File: config.mk
export PLATFORM = sky130hd
export DESIGN_NAME = master_sec_gate
export DESIGN_NICKNAME = d
export VERILOG_FILES = /design/src/rtl/msec_gate_pkg.sv /design/src/rtl/msec_gate_ctrl.sv /design/src/rtl/msec_gate_datapath.sv /design/src/rtl/master_sec_gate.sv
export SDC_FILE = /design/constraint.sdc
export NUM_CORES = 1
export LEC_CHECK = 0
export ABC_AREA = 1
export BUFFER_PORTS_ARGS = -buffer_cell sky130_fd_sc_hd__buf_4
export CAP_MARGIN = 10
export CORE_AREA = 2 2 148 150
export CTS_CLUSTER_DIAMETER = 40
export DETAILED_ROUTE_END_ITERATION = 8
export DIE_AREA = 0 0 150 152
export HOLD_SLACK_MARGIN = 0.1
export PLACE_DENSITY_LB_ADDON = 0.05
export SKIP_LAST_GASP = 1
export SLEW_MARGIN = 10
export SYNTH_ARGS = -nofsm -noshare
export SYNTH_HDL_FRONTEND = slang
export SYNTH_SLANG_ARGS = --single-unit
File: constraint.sdc
create_clock -name clk -period 2 [get_ports clk]
set_input_delay 0.3 -clock clk [delete_from_list [all_inputs] [get_ports clk]]
set_output_delay 0.3 -clock clk [all_outputs]
set_load 0.005 [all_outputs]
File: src/rtl/msec_gate_pkg.sv
package msec_gate_pkg;

  typedef enum logic [1:0] {
    ACT_ABORT    = 2'd0,
    ACT_RAZWI    = 2'd1,
    ACT_PASS_SEC = 2'd2,
    ACT_PASS_NS  = 2'd3
  } gate_act_e;

  typedef enum logic [1:0] {
    ST_IDLE  = 2'd0,
    ST_ISSUE = 2'd1,
    ST_WAIT  = 2'd2,
    ST_RESP  = 2'd3
  } gate_st_e;

  // strobes from control to datapath
  typedef struct packed {
    logic capReq;     // latch master request for forwarding
    logic reqSecure;  // security attribute to attach
    logic capDown;    // latch downstream response
    logic capLocal;   // load a locally generated response
    logic localErr;   // error bit of the local response
  } gate_strobe_t;

  // exempt first, then region, then master configuration
  function automatic gate_act_e resolveAction(input logic exempt,
                                              input logic nonSec,
                                              input logic masterNs,
                                              input logic errResp);
    gate_act_e act;
    if (exempt)         act = masterNs ? ACT_PASS_NS : ACT_PASS_SEC;
    else if (nonSec)    act = ACT_PASS_NS;
    else if (!masterNs) act = ACT_PASS_SEC;
    else if (errResp)   act = ACT_ABORT;
    else                act = ACT_RAZWI;
    return act;
  endfunction

endpackage

File: src/rtl/msec_gate_ctrl.sv
module msec_gate_ctrl
  import msec_gate_pkg::*;
(
  input  logic         clk,
  input  logic         rstN,
  input  logic         cfgMasterNonSec,
  input  logic         cfgErrResp,
  input  logic         irqClr,
  output logic         irqOut,
  input  logic         mReqValid,
  output logic         mReqReady,
  output logic         mRspValid,
  input  logic         lkExempt,
  input  logic         lkNonSec,
  output logic         dReqValid,
  input  logic         dReqReady,
  input  logic         dRspValid,
  output gate_strobe_t strobe
);

  gate_st_e  state, stateNext;
  gate_act_e act;
  logic      nsQ, errQ, irqQ;
  logic      accept, passNow, blockedNow;

  // captured configuration
  always_ff @(posedge clk or negedge rstN) begin
    if (!rstN) begin
      nsQ  <= 1'b0;
      errQ <= 1'b0;
    end else begin
      nsQ  <= cfgMasterNonSec;
      errQ <= cfgErrResp;
    end
  end

  always_comb begin
    act        = resolveAction(lkExempt, lkNonSec, nsQ, errQ);
    accept     = mReqValid && (state == ST_IDLE);
    passNow    = (act == ACT_PASS_SEC) || (act == ACT_PASS_NS);
    blockedNow = !lkExempt && !lkNonSec && nsQ;
  end

  always_comb begin
    stateNext = state;
    case (state)
      ST_IDLE:  if (accept)    stateNext = passNow ? ST_ISSUE : ST_RESP;
      ST_ISSUE: if (dReqReady) stateNext = ST_WAIT;
      ST_WAIT:  if (dRspValid) stateNext = ST_RESP;
      ST_RESP:                 stateNext = ST_IDLE;
      default:                 stateNext = ST_IDLE;
    endcase
  end

  always_ff @(posedge clk or negedge rstN) begin
    if (!rstN) state <= ST_IDLE;
    else       state <= stateNext;
  end

  always_comb begin
    strobe.capReq    = accept && passNow;
    strobe.reqSecure = (act == ACT_PASS_SEC);
    strobe.capDown   = (state == ST_WAIT) && dRspValid;
    strobe.capLocal  = accept && !passNow;
    strobe.localErr  = (act == ACT_ABORT);
  end

  // sticky violation status; clear input has priority
  always_ff @(posedge clk or negedge rstN) begin
    if (!rstN)                            irqQ <= 1'b0;
    else if (irqClr)                      irqQ <= 1'b0;
    else if (accept && act == ACT_ABORT)  irqQ <= 1'b1;
  end

  assign irqOut    = irqQ;
  assign mReqReady = (state == ST_IDLE);
  assign dReqValid = (state == ST_ISSUE);
  assign mRspValid = (state == ST_RESP);

  AST_DS_HOLD: assert property (@(posedge clk) disable iff (!rstN)
    dReqValid && !dReqReady |=> dReqValid);
  AST_NO_NEW_WHILE_BUSY: assert property (@(posedge clk) disable iff (!rstN)
    dReqValid |-> !mReqReady);
  AST_NS_FORWARD: assert property (@(posedge clk) disable iff (!rstN)
    mReqValid && mReqReady && lkNonSec && !lkExempt |=> dReqValid);
  AST_BLOCK_LOCAL: assert property (@(posedge clk) disable iff (!rstN)
    mReqValid && mReqReady && blockedNow |=> mRspValid && !dReqValid);
  AST_RAZ_NO_IRQ: assert property (@(posedge clk) disable iff (!rstN)
    mReqValid && mReqReady && blockedNow && !errQ && !irqClr
      |=> irqOut == $past(irqOut));
  AST_ABORT_IRQ: assert property (@(posedge clk) disable iff (!rstN)
    mReqValid && mReqReady && blockedNow && errQ && !irqClr |=> irqOut);
  AST_CLR_WINS: assert property (@(posedge clk) disable iff (!rstN)
    irqClr |=> !irqOut);

endmodule

File: src/rtl/msec_gate_datapath.sv
module msec_gate_datapath
  import msec_gate_pkg::*;
#(
  parameter int ADDR_W = 32,
  parameter int DATA_W = 64
) (
  input  logic              clk,
  input  logic              rstN,
  input  gate_strobe_t      strobe,
  input  logic              mReqWrite,
  input  logic [ADDR_W-1:0] mReqAddr,
  input  logic [DATA_W-1:0] mReqWdata,
  input  logic [1:0]        mReqSize,
  output logic              dReqWrite,
  output logic [ADDR_W-1:0] dReqAddr,
  output logic [DATA_W-1:0] dReqWdata,
  output logic [1:0]        dReqSize,
  output logic              dReqSecure,
  input  logic [DATA_W-1:0] dRspRdata,
  input  logic              dRspErr,
  output logic [DATA_W-1:0] mRspRdata,
  output logic              mRspErr
);

  localparam int LANES = DATA_W / 8;

  logic              writeQ, secQ, rspErrQ;
  logic [ADDR_W-1:0] addrQ;
  logic [DATA_W-1:0] wdataQ, rspDataQ, maskedRdata;
  logic [1:0]        sizeQ;
  logic [4:0]        laneCount;

  always_ff @(posedge clk or negedge rstN) begin
    if (!rstN) begin
      writeQ <= 1'b0;
      secQ   <= 1'b0;
      addrQ  <= '0;
      wdataQ <= '0;
      sizeQ  <= '0;
    end else if (strobe.capReq) begin
      writeQ <= mReqWrite;
      secQ   <= strobe.reqSecure;
      addrQ  <= mReqAddr;
      wdataQ <= mReqWdata;
      sizeQ  <= mReqSize;
    end
  end

  // keep only the lanes covered by the transfer size
  assign laneCount = 5'd1 << sizeQ;
  for (genvar g = 0; g < LANES; g++) begin : gLane
    assign maskedRdata[8*g +: 8] = (5'(g) < laneCount) ? dRspRdata[8*g +: 8] : 8'h00;
  end

  always_ff @(posedge clk or negedge rstN) begin
    if (!rstN) begin
      rspDataQ <= '0;
      rspErrQ  <= 1'b0;
    end else if (strobe.capDown) begin
      rspDataQ <= maskedRdata;
      rspErrQ  <= dRspErr;
    end else if (strobe.capLocal) begin
      rspDataQ <= '0;
      rspErrQ  <= strobe.localErr;
    end
  end

  assign dReqWrite  = writeQ;
  assign dReqAddr   = addrQ;
  assign dReqWdata  = wdataQ;
  assign dReqSize   = sizeQ;
  assign dReqSecure = secQ;
  assign mRspRdata  = rspDataQ;
  assign mRspErr    = rspErrQ;

  AST_LOCAL_ZERO: assert property (@(posedge clk) disable iff (!rstN)
    strobe.capLocal |=> mRspRdata == '0);
  AST_REQ_HOLD: assert property (@(posedge clk) disable iff (!rstN)
    !strobe.capReq |=> $stable(dReqAddr) && $stable(dReqSecure));

endmodule

File: src/rtl/master_sec_gate.sv
module master_sec_gate
  import msec_gate_pkg::*;
#(
  parameter int ADDR_W = 32,
  parameter int DATA_W = 64
) (
  input  logic              clk,
  input  logic              rstN,
  input  logic              cfgMasterNonSec,
  input  logic              cfgErrResp,
  input  logic              irqClr,
  output logic              irqOut,
  input  logic              mReqValid,
  output logic              mReqReady,
  input  logic              mReqWrite,
  input  logic [ADDR_W-1:0] mReqAddr,
  input  logic [DATA_W-1:0] mReqWdata,
  input  logic [1:0]        mReqSize,
  output logic              mRspValid,
  output logic [DATA_W-1:0] mRspRdata,
  output logic              mRspErr,
  output logic [ADDR_W-1:0] lkAddr,
  input  logic              lkExempt,
  input  logic              lkNonSec,
  output logic              dReqValid,
  input  logic              dReqReady,
  output logic              dReqWrite,
  output logic [ADDR_W-1:0] dReqAddr,
  output logic [DATA_W-1:0] dReqWdata,
  output logic [1:0]        dReqSize,
  output logic              dReqSecure,
  input  logic              dRspValid,
  input  logic [DATA_W-1:0] dRspRdata,
  input  logic              dRspErr
);

  gate_strobe_t strobe;

  assign lkAddr = mReqAddr;

  msec_gate_ctrl uCtrl (
    .clk(clk), .rstN(rstN),
    .cfgMasterNonSec(cfgMasterNonSec), .cfgErrResp(cfgErrResp),
    .irqClr(irqClr), .irqOut(irqOut),
    .mReqValid(mReqValid), .mReqReady(mReqReady), .mRspValid(mRspValid),
    .lkExempt(lkExempt), .lkNonSec(lkNonSec),
    .dReqValid(dReqValid), .dReqReady(dReqReady), .dRspValid(dRspValid),
    .strobe(strobe)
  );

  msec_gate_datapath #(.ADDR_W(ADDR_W), .DATA_W(DATA_W)) uData (
    .clk(clk), .rstN(rstN), .strobe(strobe),
    .mReqWrite(mReqWrite), .mReqAddr(mReqAddr), .mReqWdata(mReqWdata),
    .mReqSize(mReqSize),
    .dReqWrite(dReqWrite), .dReqAddr(dReqAddr), .dReqWdata(dReqWdata),
    .dReqSize(dReqSize), .dReqSecure(dReqSecure),
    .dRspRdata(dRspRdata), .dRspErr(dRspErr),
    .mRspRdata(mRspRdata), .mRspErr(mRspErr)
  );

endmodule

# After elaboration in Yosys (flattened, before gate mapping)

Index checks and enable logic that the tools add are counted.

Input bits: 174
Register bits: 170
Word-level logic and storage cells: 64

Magnitude comparators: 8
Shift-type cells: 1
Multiplexer cells: 24
Equality and inequality tests: 8
Reductions and logical operators: 12

Operator list:

| operator              | count |
|---|---|
| $mux W64              | 2 |
| $mux W8               | 8 |
| $lt A3 B5 Y1 const A  | 4 |
| $mux W2               | 7 |
| $lt A1 B5 Y1 const A  | 2 |
| $lt A2 B5 Y1 const A  | 2 |
| $eq A2 B2 Y1 const B  | 4 |
| $pmux W2 S4           | 1 |
| $mux W1               | 6 |
| $logic_and A1 B1 Y1   | 5 |
| $shl A1 B2 Y5 const A | 1 |
| $logic_not A2 Y1      | 2 |
| $ne A2 B1 Y1 const B  | 2 |
| $reduce_bool A2 Y1    | 2 |
| $reduce_and A3 Y1     | 1 |
| $eq A2 B1 Y1 const B  | 1 |
| $ne A2 B2 Y1 const B  | 1 |
| $logic_not A1 Y1      | 1 |
| $logic_or A1 B1 Y1    | 1 |

# Longest topological paths before layout

Depth after elaboration: 10
Depth in mapped cells: 10
Mapped depth without buffers: 8

# By module

A second synthesis with hierarchy kept.

Cells, all modules: 788
Area, all modules: 7,075.5 sq um

Modules (own cells, without submodules):

| module             | area each (sq um) | instances | cells each |
|---|---|---|---|
| msec_gate_datapath | 6,483.7           | 1         | 710 |
| msec_gate_ctrl     | 351.6             | 1         | 46 |
| master_sec_gate    | 240.2             | 1         | 32 |

# Least setup slack after synthesis

OpenSTA, ideal clock, no wires.

Kind: register to register
Start: register uCtrl.state[0]
End: register uData.addrQ[10], in the netlist uData.dReqAddr[10]
Period minus slack after synthesis: 1.475 ns
Arrival time: 1.358 ns
Buffers on the path: 2
Setup slack: 0.525 ns
Stages on the path, launching flop included: 11
Required time: 1.884 ns
Setup time: 0.116 ns
Cell sequence: dfrtp_1 > inv_1 > ha_1 > nand2_1 > inv_2 > nand2_2 > inv_2 > buf_4 > buf_4 > nand2_1 > nand2_1

Word-level cells in the longest chain between the ends: 3

Ends and longest elaborated chain:

| item                   | RTL line                 | RTL |
|---|---|---|
| from (decl)            | msec_gate_ctrl.sv:21     | `gate_st_e state, stateNext;` |
| from (signal assigned) | msec_gate_ctrl.sv:57     | `else state <= stateNext;` |
| $logic_not A2 Y1       | n/a                      |  |
| named net mReqReady    | master_sec_gate.sv:14    | `output logic mReqReady,` |
| $logic_and A1 B1 Y1    | msec_gate_ctrl.sv:39     | `accept = mReqValid && (state == ST_IDLE);` |
| $logic_and A1 B1 Y1    | msec_gate_ctrl.sv:61     | `strobe.capReq = accept && passNow;` |
| to (signal assigned)   | msec_gate_datapath.sv:43 | `addrQ <= mReqAddr;` |
| to (decl)              | msec_gate_datapath.sv:28 | `logic [ADDR_W-1:0] addrQ;` |

The timed path passes the listed nets, and every way through them passes these cells.
A chain may end at the register's enable or synchronous reset.

# Worst setup path in the final report

Start: register uCtrl.state[0]
End: register uData.wdataQ[7], in the netlist uData.dReqWdata[7]

Word-level cells in the longest chain between the ends: 3

Ends and longest elaborated chain:

| item                 | RTL line                 | RTL |
|---|---|---|
| $logic_not A2 Y1     | msec_gate_ctrl.sv:39     |  |
| $logic_and A1 B1 Y1  | msec_gate_ctrl.sv:39     |  |
| $logic_and A1 B1 Y1  | msec_gate_ctrl.sv:61     |  |
| to (signal assigned) | msec_gate_datapath.sv:44 | `wdataQ <= mReqWdata;` |
| to (decl)            | msec_gate_datapath.sv:29 | `logic [DATA_W-1:0] wdataQ, rspDataQ, maskedRdata;` |

No other way between the ends.

==> run_results.csv <==
group,metric,value,unit
status,status,"finished clean",
cells_and_area,antennaDiodeCount,0,
detailed_routing,first_iter_violations,331,
global_routing,grt_pass1_wl,36200,µm
setup_path,start_kind,"flip-flop",
clocking,cts_tree,"built",
sta,finalHoldViolCount,0,
floorplan,die_h,152,µm
sta,slew_headroom,0.660,
cells_and_area,drive_above_1_share,0.332,
floorplan,num_io_pins,375,
yosys,ys_top_cells_by_area,"dfrtp_1 (61%), nand2_1 (23%), nand3_1 (6.6%), buf_4 (5.1%), buf_2 (1.0%)",
worst_hold_path,hp-class,"in2reg",
pwr,ir_worst_vdd,0.615,mV
sta,whs,0.116,ns
floorplan,start_util,0.326,
sta,finalSetupTns,0,ns
floorplan,die_area,22800,µm²
sta,fin_crit_sh,0.836,
placement,dp_hpwl,15400,µm
global_routing,grt_antenna_before_repair,0,
detailed_routing,vias_per_cell,4.40,
detailed_routing,wl_per_cell,14.8,µm
pwr,power_frac_clock,0.206,
clocking,cts-root-buf,"clkbuf_16",
placement,place_ws,0.322,ns
sta,setup_violations,0,
clocking,clock-sinks,170,
run,cap_violations,0,
setup_path,path_class,"reg2reg",
sta,skew,0.0112,ns
clocking,clk_pin_slew,0.07,ns
setup_path,crit_fanout,46,
pwr,swShare,0.342,
yosys,synth.top_cell.area_share,0.612,
sta,worst_slack,0.328,ns
yosys,syn_nets,965,
yosys,ys_warn_count,0,
yosys,ys_types,16,
detailed_routing,drt-total-wl,23200,µm
detailed_routing,drc,0,
clocking,htreeDepth,4,
floorplan,core,21400,µm²
global_routing,grt.overflow.total,0,
placement,placed_cell_area,9870,µm²
yosys,synth_seq_cells,170,
placement,routabilityCongestion,0.770,
yosys,synth.avg_cell_area,8.84,µm²
cells_and_area,nets,1455,
detailed_routing,antenna_left,0,
yosys,syn_inst,786,
cells_and_area,fin_area,12000,µm²
pwr,power_density,1230,nW/µm²
global_routing,grt_max_degree,67,
clocking,cts_buffers,17,
pwr,switching_power,5.03,mW
placement,portBuffers,374,
pwr,leakage,6.60,nW
global_routing,grt_pass1_vias,6921,
pwr,pwr-share-comb,0.402,
pwr,p_int,9.68,mW
floorplan,die_w,150,µm
setup_path,arrival,2.03,ns
sta,drv_slew,0,
detailed_routing,firstDrtPassIters,4,
sta,fmax,598,MHz
setup_path,cp-end-kind,"flip-flop",
yosys,syn_area,6950,µm²
yosys,synth_seq_area_share,0.612,
clocking,clkLatencyLatePin,0.42,ns
floorplan,core.rowCount,54,
sta,timing.final.crit_period,1.67,ns
cells_and_area,syn2layout_area_growth,72.2,%
detailed_routing,num_vias,6899,
global_routing,grt_usage,0.202,
sta,grt_setup_unrepaired,"no",
yosys,netlist.top_cell.by_area,"dfrtp_1",
cells_and_area,fin_util,0.560,
setup_path,required,2.36,ns
sta,worstMarginPinSlew,0.510,ns
cells_and_area,nFillCells,1981,
pwr,seqPwrFrac,0.393,
clocking,cts_buffer_depth,2,
-- worst max-delay path, cell delays in order, from the launching register on --
cell and delay [ns]:
dfrtp_1 0.40, inv_1 0.10, ha_1 0.24, nand2_1 0.09, inv_2 0.06, nand2_4 0.09
buf_4 0.42, nand2_1 0.11, nand2_1 0.09
-- flip-flops by register name (all words and copies together), names as in the netlist, 2 cells and up --
name             flops
uData.dReqWdata     64
uCtrl.state          2
uData.dReqSize       2
uData.dReqAddr      32
uData.mRspRdata     64
-- path summary, 6_finish.rpt --
kind	start	to	slack [ns]	cells after the start
max	uCtrl.state[0]$_DFFE_PN0P_	uData.dReqWdata[7]$_DFFE_PN0P_	0.33	8
min	dRspRdata[18]	uData.mRspRdata[18]$_DFFE_PN0P_	0.12	3
max reg2reg	uCtrl.state[0]$_DFFE_PN0P_	uData.dReqWdata[7]$_DFFE_PN0P_	0.33	8
min reg2reg	uData.dReqWdata[47]$_DFFE_PN0P_	uData.dReqWdata[47]$_DFFE_PN0P_	0.48	2
max in group asynchronous	rstN	uData.dReqWdata[34]$_DFFE_PN0P_	0.91	3
min in group asynchronous	rstN	uData.mRspRdata[28]$_DFFE_PN0P_	0.40	2
-- area by class of cell --
cell class	instances	area, µm²	area share
Tap cell	280	350	0.0293
Clock inverter	12	91.3	0.00763
Sequential cell	170	4250	0.356
Multi-Input combinational cell	528	2180	0.182
Timing Repair Buffer	546	4610	0.385
Inverter	13	48.8	0.00408
Clock buffer	19	433	0.0362
-- per-layer routing --
metal / global-route usage / vias up / wire [µm]
li1: - / 3387 / -
met1: 0.245 / 3225 / 9590
met2: 0.342 / 257 / 11300
met3: 0.0604 / 30 / 1830
met4: 0.0642 / 0 / 475
met5: 0 / - / 0
-- kinds of logic (layout without fill, tap and decap cells) --
group                    Yosys count  in the layout  synth area share
flip-flops                       170            170             0.612
AO/OA/AOI/OAI                      7              7           0.00504
AND/OR/NAND/NOR                  516            516             0.298
buffers and inverters             88            590            0.0754
adder cells (fa/ha/maj)            5              5           0.00900
-- cells in the mapped netlist --
cell type / instances
nand2_1: 417
dfrtp_1: 170
nand3_1: 91
buf_4: 47
buf_2: 14
clkbuf_1: 11
inv_1: 9
o21ai_0: 6
ha_1: 5
inv_2: 4
nor2_1: 4
buf_1: 3
nand2_2: 2
a21oi_1: 1
nand3_2: 1
nor3_4: 1
-- power by group through the flow --
stage,Sequential [mW],Clock [mW],Combinational [mW]
3_3_place_gp,5.81,0,5.70
3_5_place_dp,5.80,0,5.76
2_1_floorplan,5.87,0,2.17
6_report,5.78,3.02,5.91
5_1_grt,5.98,3.28,6.60
4_1_cts,5.78,3.12,6.02
-- cell usage in the layout, fill, tap and decap left out, types with 5 or more instances in the layout --
master	instances
nand2_1	416
buf_12	9
dfrtp_1	170
nand3_1	91
clkbuf_16	17
inv_1	9
clkinvlp_4	5
dlygate4sd3_1	157
ha_1	5
buf_4	379
o21ai_0	6
-- what timing repair did --
item                                   in CTS  in global routing
buffers inserted                            0                  0
hold buffers                              157                  0
endpoints found under the hold margin     200                  0
gates resized for setup                     0                  0
-- metrics by stage --
stage / instances / total power, mW
floorplan: 786 / 8.05
global placement: 1380 / 11.5
detailed placement: 1380 / 11.6
CTS: 1568 / 14.9
global route: 1568 / 15.9
finish: 1568 / 14.7
(Power assumes the default switching activity.)
